**config.mk**
```make
export PLATFORM = sky130hd
export DESIGN_NAME = mdio_cmd_reg
export DESIGN_NICKNAME = d
export VERILOG_FILES = /design/src/rtl/mdio_cmd_reg.sv
export SDC_FILE = /design/constraint.sdc
export NUM_CORES = 1
export LEC_CHECK = 0
export ABC_AREA = 0
export BUFFER_PORTS_ARGS = -buffer_cell sky130_fd_sc_hd__buf_2
export CORE_MARGIN = 5
export CORE_UTILIZATION = 40
export DETAILED_ROUTE_END_ITERATION = 10
export GPL_ROUTABILITY_DRIVEN = 0
export PLACE_DENSITY = 0.76
export REMOVE_ABC_BUFFERS = 1
export SETUP_SLACK_MARGIN = 0.05
export SLEW_MARGIN = 10
export SYNTH_ARGS = -nofsm -noshare
export SYNTH_HDL_FRONTEND = slang
export SYNTH_SLANG_ARGS = --single-unit
```
**constraint.sdc**
```tcl
create_clock -name clk -period 4.1 [get_ports clk]
set_clock_uncertainty 0.05 [all_clocks]
set_input_delay 0.41 -clock clk [delete_from_list [all_inputs] [get_ports clk]]
set_output_delay 0.41 -clock clk [all_outputs]
set_load 0.02 [all_outputs]
```
**src/rtl/mdio_cmd_reg.sv**
```systemverilog
module mdio_cmd_reg #(
  parameter int MDC_HALF = 10
) (
  input  logic        clk,
  input  logic        rst_n,
  input  logic        wr_en,
  input  logic [31:0] wr_data,
  output logic [31:0] rd_data,
  output logic        mdc,
  output logic        mdio_o,
  output logic        mdio_oe,
  input  logic        mdio_i
);
  localparam int DW = (MDC_HALF > 1) ? $clog2(MDC_HALF) : 1;
  localparam logic [DW-1:0] DIV_LAST = DW'(MDC_HALF - 1);
  localparam logic [5:0] TA_IDX   = 6'd46;
  localparam logic [5:0] DATA_IDX = 6'd48;
  localparam logic [5:0] LAST_IDX = 6'd63;

  logic [31:0]   cmd;
  logic [DW-1:0] div;
  logic [5:0]    idx;
  logic [63:0]   frame;
  logic          busy, is_wr, tick;

  assign busy  = cmd[31];
  assign is_wr = cmd[30];
  assign tick  = busy && (div == DIV_LAST);
  assign frame = {32'hFFFF_FFFF, 2'b01, (is_wr ? 2'b01 : 2'b10),
                  cmd[25:21], cmd[20:16], 2'b10, cmd[15:0]};

  assign mdio_oe = busy && (is_wr || idx < TA_IDX);
  assign mdio_o  = mdio_oe && frame[LAST_IDX - idx];
  assign rd_data = cmd;

  always_ff @(posedge clk or negedge rst_n) begin
    if (!rst_n) begin
      cmd <= '0;
      div <= '0;
      idx <= '0;
      mdc <= 1'b0;
    end else if (!busy) begin
      if (wr_en) cmd <= wr_data;
    end else begin
      div <= tick ? '0 : div + 1'b1;
      if (tick) begin
        mdc <= ~mdc;
        if (!mdc) begin
          if (!is_wr && idx >= DATA_IDX) cmd[15:0] <= {cmd[14:0], mdio_i};
        end else if (idx == LAST_IDX) begin
          cmd[31] <= 1'b0;
          idx     <= '0;
        end else begin
          idx <= idx + 6'd1;
        end
      end
    end
  end
endmodule


```
**Word-level counts from Yosys, hierarchy flattened**

Cells that the tools add are included.

- Add/subtract/negate cells: 3
- Magnitude comparators: 3
- Equality and inequality tests: 5
- Muxes and demuxes: 14
- Bitwise operators: 2
- Reductions and logical operators: 11

Operators with widths:

| cell | number |
|---|---|
| 16-bit 2-to-1 mux | 4 |
| 32-bit 2-to-1 mux | 1 |
| 6-bit by 7-bit less-than comparator with 1-bit output, second input constant | 1 |
| 6-bit by 1-bit adder with 6-bit output, second input constant | 1 |
| 1-bit binary-select mux with 6-bit select | 1 |
| 6-bit equality test, second input constant | 1 |
| 6-bit greater-or-equal comparator, second input constant | 1 |
| 6-bit less-than comparator, second input constant | 1 |
| 6-bit 2-to-1 mux | 1 |
| 6-bit subtractor, first input constant | 1 |
| 1-bit 2-to-1 mux | 5 |
| 4-bit by 1-bit adder with 4-bit output, second input constant | 1 |
| 4-bit equality test, second input constant | 1 |
| 1-bit logical AND | 4 |
| 4-bit 2-to-1 mux | 1 |
| 2-bit by 1-bit inequality test with 1-bit output, second input constant | 2 |
| 2-bit AND reduction | 2 |
| 4-bit AND reduction | 1 |
| 3-bit AND reduction | 1 |
| 2-bit 2-to-1 mux | 1 |
| 2-bit inequality test, second input constant | 1 |
| 1-bit inverter | 2 |
| 2-bit nonzero test | 1 |
| 1-bit zero test | 1 |
| 1-bit logical OR | 1 |

- Flip-flop bits (word level): 43
- Input port bits: 36
- Logic and storage cells: 44

**Depth between registers and ports, before layout**

Gate-level depths: netlist of the first run.

- Depth in word-level cells: 6
- Depth in mapped cells: 7
- Depth with buffers taken out: 6

**Worst setup path before layout of the first run**

OpenSTA, ideal clock, no wires.

- Path type: reg2out
- From: register idx[1]
- To: output port mdio_o
- Arrival time: 1,675 ps
- Setup slack: 1,965 ps
- Cell stages (with the launch flop): 6
- Cells stage by stage: dfrtp_1 -> buf_2 -> a31oi_1 -> o31a_1 -> o211ai_1 -> a211oi_1

- Longest elaborated chain between the ends: 4
- Elaborated cells between the ends (all ways): 7
- Those cells by class: add/sub (1); order compare (1); mux (2); reduce/logical (3)

Ends and longest elaborated chain:

| element | RTL line | RTL |
|---|---|---|
| start, declared | 22 | `logic [5:0] idx;` |
| start signal, assigned | 54 | `idx <= idx + 6'd1;` |
| 6-bit less-than comparator | 32 | `assign mdio_oe = busy && (is_wr \|\| idx < TA_IDX);` |
| 1-bit logical OR | 32 |  |
| 1-bit logical AND | 32 |  |
| named net mdio_oe | 11 | `output logic mdio_oe,` |
| 1-bit logical AND | 33 | `assign mdio_o = mdio_oe && frame[LAST_IDX - idx];` |
| end, declared | 10 | `output logic mdio_o,` |

The timed path passes the listed nets, and every way through them passes these cells. The select of a mux whose other input is x is not followed.

**Final worst setup path of the first run**

- From: register idx[0]
- To: output port mdio_o

- Longest elaborated chain between the ends: 4
- Elaborated cells between the ends (all ways): 7
- Those cells by class: add/sub (1); order compare (1); mux (2); reduce/logical (3)

Ends and longest elaborated chain:

| element | RTL line |
|---|---|
| 6-bit subtractor / 6-bit less-than comparator (equally long branches) | 33, 32 |
| 1-bit binary-select mux with 6-bit select / 1-bit logical OR (equally long branches) | 33, 32 |
| 1-bit 2-to-1 mux (not written as such) / 1-bit logical AND (equally long branches) | 33, 32 |
| 1-bit logical AND * | 33 |

Mark *: on every way between the ends. The rest lies on a longest branch, timed or not. The select of a mux whose other input is x is not followed.

==> flow_summary.yaml, run 1 <==
pwr:
  powerDensity_nw_per_um2: 533.4
  power.share.switching: 0.3400
  power.total_mw: 1.430
  p_switching_mw: 0.4861
  p_leak_nw: 1.319
  clkPwrFrac: 0.241
  combPwrFrac: 0.306
  power_frac_seq: 0.453
  ir_drop_v: 0.0002697
  intPower_mw: 0.9434
sta:
  tightest_slew_ns: 0.9340
  rsz0062_at_grt: "false"
  slew_headroom: 0.3773
  finalCritPeriodShare: 0.7041
  post-route-min-period_ns: 2.887
  hold_viol_final: 0
  setup_viol: 0
  final-max-slew-violation-count: 0
  fin_tns_setup_ns: 0
  max_freq_ghz: 0.3464
  whs_ns: 0.1904
synthesis:
  ys_ff_latch: 43
  synth_edf_count: 0
  avgSynthCellArea_um2: 12.33
  synth.yosys.warnings: 0
  yosysTopAreaCellShare: 0.4960
  async_reset_ff_frac: 1.000
  ys_seq_area_frac: 0.4960
  syn_area_um2: 2170
  synthFlopType: "dfrtp_1"
  syn_inst: 176
  ys_top_cells_by_area: "dfrtp_1 (50%), a22o_1 (6.9%), mux2_2 (6.7%), a21o_1 (5.5%), mux4_2 (5.2%)"
  synth_most_common_cell: "dfrtp_1"
  yosys.area.top_type: "dfrtp_1"
  ys_top_cells_by_count: "dfrtp_1 (43), a22o_1 (17), a21o_1 (16)"
  ys_types: 32
floorplan:
  die_width_um: 83.65
  coreArea_um2: 5172
  rows: 26
  io_pins: 71
  fp.dieArea_um2: 6996
  die_h_um: 83.65
  initial_core_util: 0.4194
placement:
  placed_area_um2: 2562
  place_hpwl_um: 3465
  io_buffers: 70
cts:
  cts-root-buf: "clkbuf_8"
  cts_made_buffers: 5
  cts_tree: "done"
  htree_levels: 2
  worstSkewPairLatency_ns: 0.30
  cts_hold_buf: 0
  post_cts_buffers: 0
  cts_num_sinks: 43
  clkSlewWorstSetupHoldPaths_ns: 0.08
  clock_path_buffers: 2
  cts_resized: 0
critical_path:
  critPathLaunch: "idx[0]$_DFFE_PN0P_"
  worstReg2RegStart: "div[1]$_DFFE_PN0P_"
  reg2regPathDepth: 6
  endpoint_kind: "output pin"
  cp-start-kind: "flop"
  cp.arrival_ns: 2.43
  critPathKind: "flop to output pin"
  cp_num_buf_inv: 1
  required_ns: 3.64
  critPathCapture: "mdio_o"
  slowest_stage: "dfrtp_1"
  reg2reg_slack_ns: 1.76
  crit_path_max_incr_delay_ns: 0.67
  path_depth: 5
  crit_chain: "mux4_1 -> mux4_2 -> nor2_1 -> a211oi_1 -> buf_2"
  cp_max_fo: 14
  crit_family: "multiplexers"
  reg2reg_to: "rd_data[11]$_DFFE_PN0P_"
drt:
  routed_wl_um: 4721
  avgViaCountPerCell: 5.294
  drc_errors: 0
  routedWlPerCell_um: 15.08
  ant_nets: 0
  num_vias: 1657
  drt_iter0_drc: 60
  drt_first_pass_iters: 4
layout:
  register_area_um2: 1076
  antennaDiodeCount: 0
  drive_above_1_share: 0.4156
  fin_area_um2: 2680
  fin_util: 0.5181
  fill_cells: 476
  syn_to_final_growth_pct: 23.53
  multi_input_area_um2: 1030
  fin_nets: 281
outcome:
  status: "completed"
global_route:
  antenna_found_initial: 0
  grt_max_degree: 44
  overflow: 0
  grt_util_all_layers: 0.1423
  grt_pass1_vias: 1679
  grt_pass1_wl_um: 8135
hold_path:
  min-delay-path-class: "input port to async pin"
run:
  drv_cap: 0
-- worst min-delay path by stage --
| stage | end | start | slack [ns] | depth (start not counted) |
|---|---|---|---|---|
| floorplan | div[0]$_DFFE_PN0P_ | rst_n | 0.06 | 0 |
| global route | rd_data[28]$_DFFE_PN0P_ | wr_data[28] | 0.26 | 2 |
| global placement | rd_data[27]$_DFFE_PN0P_ | rd_data[27]$_DFFE_PN0P_ | 0.41 | 1 |
| detailed placement | rd_data[29]$_DFFE_PN0P_ | rd_data[29]$_DFFE_PN0P_ | 0.42 | 1 |
| finish | div[2]$_DFFE_PN0P_ | rst_n | 0.19 | 1 |
| CTS | rd_data[19]$_DFFE_PN0P_ | rst_n | 0.25 | 1 |
-- power by group through the flow --
stage               combinational (mW)  clock (mW)  sequential [mW]
floorplan                        0.214           0            0.727
global placement                 0.431           0            0.655
detailed placement               0.443           0            0.662
CTS                              0.445       0.356            0.652
global route                     0.479       0.374            0.672
finish                           0.438       0.344            0.648
-- cell type report --
cell class / instances / share of cell area
inverter: 3 / 0.004202
clock buffer: 6 / 0.03081
tap: 70 / 0.03268
clock inverter: 2 / 0.01307
timing repair buffer: 71 / 0.1335
multi-input combinational: 118 / 0.3842
sequential: 43 / 0.4015
-- metal layers --
metal	track usage	part of all wire	vias up	routed length, µm
li1	-	-	789	-
met1	0.1819	0.44	797	2098
met2	0.2278	0.46	62	2194
met3	0.04640	0.076	9	358
met4	0.04678	0.015	0	70
met5	0	0	-	0
-- state kept, by name (all words and copies together), names as in the netlist --
register	count
idx	6
mdc	1
rd_data	32
div	4
-- cells in the final DEF (no fill, tap or decap) --
cell type  count
mux4_2         5
nor4_1         2
nand4b_4       1
a32o_1         1
o31a_1         1
o21ai_0        5
xnor2_1        4
a21o_1        16
nand2b_1       4
clkinv_2       1
a21oi_1        3
mux2_2        13
a211oi_1       1
nor2_1         8
nor2b_2        1
buf_4          1
or3_1          1
clkbuf_8       6
bufinv_16      1
nor2_2         1
o22ai_1        1
nand2_1       10
a22o_1        17
dfrtp_1       43
a31oi_1        1
buf_2         70
mux4_1         2
nand3b_1       2
o211ai_1       2
inv_1          3
ha_1           3
nor4_4         1
nand3_1        5
mux2_1         5
nor3b_1        2
-- cell families (layout without fill, tap and decap cells) --
kind of cell | Yosys count | after routing | share of synthesized area
XOR/XNOR | 4 | 4 | 0.01615
flip-flops | 43 | 43 | 0.4960
multiplexers | 25 | 25 | 0.1695
AND/OR/NAND/NOR | 38 | 38 | 0.1032
adder cells (fa/ha/maj) | 3 | 3 | 0.01730
AO/OA/AOI/OAI | 48 | 48 | 0.1672
buffers and inverters | 15 | 82 | 0.03056
-- through the flow --
step	instances	setup WS [ns]
after floorplan	164	1.442
after global placement	305	1.559
after detailed placement	305	1.497
after CTS	313	1.169
after global routing	313	1.067
final	313	1.213
Power figures use the tool's default switching activity.
==> run 2, diff against run 1 <==
ABC_AREA = 1   (was 0)
PLACE_DENSITY = 0.77   (was 0.76)
clock period = 2.63 ns   (was 4.1 ns; I/O delays follow)
==> flow_summary.yaml, run 2 <==
cts:
  cts_tree: "done"
  cts_resized: 0
  worstSkewPairLatency_ns: 0.29
  htree_levels: 2
  post_cts_buffers: 0
  cts-root-buf: "clkbuf_8"
  clkSlewWorstSetupHoldPaths_ns: 0.08
  cts_made_buffers: 5
  cts_num_sinks: 43
  clock_path_buffers: 2
  cts_hold_buf: 0
synthesis:
  ys_top_cells_by_count: "nand2_1 (59), dfrtp_1 (43), inv_1 (42)"
  synth_most_common_cell: "nand2_1"
  yosys.area.top_type: "dfrtp_1"
  ys_ff_latch: 43
  syn_area_um2: 2312
  synthFlopType: "dfrtp_1"
  ys_top_cells_by_area: "dfrtp_1 (47%), nand2_1 (9.6%), nand3_1 (7.1%), inv_1 (6.8%), o211ai_2 (5.4%)"
  synth_edf_count: 0
  yosysTopAreaCellShare: 0.4654
  ys_seq_area_frac: 0.4654
  avgSynthCellArea_um2: 8.170
  ys_types: 23
  async_reset_ff_frac: 1.000
  syn_inst: 283
  synth.yosys.warnings: 0
sta:
  setup_viol: 0
  hold_viol_final: 0
  final-max-slew-violation-count: 0
  fin_tns_setup_ns: 0
  rsz0062_at_grt: "false"
  post-route-min-period_ns: 2.204
  max_freq_ghz: 0.4536
  tightest_slew_ns: 0.9645
  slew_headroom: 0.3570
  finalCritPeriodShare: 0.8382
layout:
  final_cell_mix: "buf_2 (70), nand2_1 (59), dfrtp_1 (43), inv_1 (42), nand3_1 (33)"
  antennaDiodeCount: 0
  fill_cells: 538
  fin_area_um2: 2786
  final_cells: 420
  largest_register_ffs: 32
  syn_to_final_growth_pct: 20.51
  final_common_cell: "buf_2"
  drive_above_1_share: 0.2787
  fin_util: 0.4999
  fin_nets: 386
critical_path:
  worstReg2RegStart: "rd_data[31]$_DFF_PN0_"
  cp-start-kind: "flop"
  crit_family: "flip-flops"
  critPathKind: "flop to output pin"
  cp_common_cell: "nand2_1"
  reg2regPathDepth: 5
  required_ns: 2.32
  crit_chain: "inv_1 -> o21ai_0 -> nand3_1 -> nand2_1 -> nand2_1 -> nand2_1 -> nand2_1 -> nor2_1 -> buf_2"
  crit_path_max_incr_delay_ns: 0.58
  slowest_stage: "dfrtp_1"
  endpoint_kind: "output pin"
  cp.arrival_ns: 1.89
  cp_max_fo: 11
  cp_num_buf_inv: 2
  reg2reg_slack_ns: 0.77
  reg2reg_to: "rd_data[1]$_DFFE_PN0P_"
drt:
  routed_wl_um: 5637
  routedWlPerCell_um: 13.42
  ant_nets: 0
  drt_iter0_drc: 132
  num_vias: 2075
  drc_errors: 0
  drt_first_pass_iters: 5
  avgViaCountPerCell: 4.940
global_route:
  grt_max_degree: 44
  grt_util_all_layers: 0.1549
  grt_pass1_vias: 2099
  antenna_found_initial: 0
  overflow: 0
  grt_pass1_wl_um: 9432
pwr:
  p_leak_nw: 1.473
  power.total_mw: 1.164
  powerDensity_nw_per_um2: 417.9
  ir_drop_v: 0.0001973
floorplan:
  fp.dieArea_um2: 7401
  io_pins: 71
  coreArea_um2: 5574
  die_h_um: 86.03
  initial_core_util: 0.4148
  die_width_um: 86.03
  rows: 27
placement:
  io_buffers: 70
  place_hpwl_um: 4078
  placed_area_um2: 2686
  dp_cells: 412
outcome:
  status: "completed"
run:
  drv_cap: 0
hold_path:
  min-delay-path-class: "input port to async pin"
-- run 2: worst max path at each step --
stage,startpoint,endpoint,depth (start not counted)
floorplan,rd_data[31]$_DFF_PN0_,mdio_o,4
global placement,idx[1]$_DFFE_PN0P_,mdio_o,9
detailed placement,idx[1]$_DFFE_PN0P_,mdio_o,9
CTS,idx[1]$_DFFE_PN0P_,mdio_o,9
global route,idx[1]$_DFFE_PN0P_,mdio_o,9
finish,idx[1]$_DFFE_PN0P_,mdio_o,9
-- run 2: logic make-up (layout without fill, tap and decap cells) --
logic type,after synthesis,after routing,synth area share
compound gates,45,45,0.1396
xor+xnor,4,4,0.01515
fa+ha+maj,3,3,0.01624
buf+inv,57,122,0.1034
flops,43,43,0.4654
mux,6,6,0.02922
simple gates,125,125,0.2311
-- run 2: cell type report --
| class | count | area, µm² | share of cell area |
|---|---|---|---|
| sequential | 43 | 1076 | 0.3862 |
| multi-input combinational | 183 | 997.2 | 0.3579 |
| timing repair buffer | 72 | 365.4 | 0.1311 |
| inverter | 42 | 157.7 | 0.05658 |
| clock buffer | 8 | 100.1 | 0.03592 |
| tap | 72 | 90.09 | 0.03233 |
-- run 2: power by group --
| group | internal (mW) | switching [mW] |
|---|---|---|
| clock | 0.240 | 0.218 |
| sequential | 0.661 | 0.000518 |
| combinational | 0.0194 | 0.0258 |
| total | 0.920 | 0.244 |
-- run 2: stage by stage --
stage	hold slack [ns]	setup WS [ns]
5_1_grt	0.1443	0.1838
3_3_place_gp	0.4159	0.8052
2_1_floorplan	-0.08259	0.6231
3_5_place_dp	0.4242	0.7588
4_1_cts	0.1016	0.4096
6_report	0.07034	0.4255
-- run 2: routing by layer --
layer | global-route usage | part of all wire | wire [µm] | vias up
met2 | 0.2621 | 0.48 | 2706 | 55
met1 | 0.1933 | 0.45 | 2535 | 972
li1 | - | - | - | 1039
met3 | 0.03650 | 0.055 | 309 | 9
met4 | 0.05180 | 0.015 | 85 | 0
met5 | 0 | 0 | 0 | -
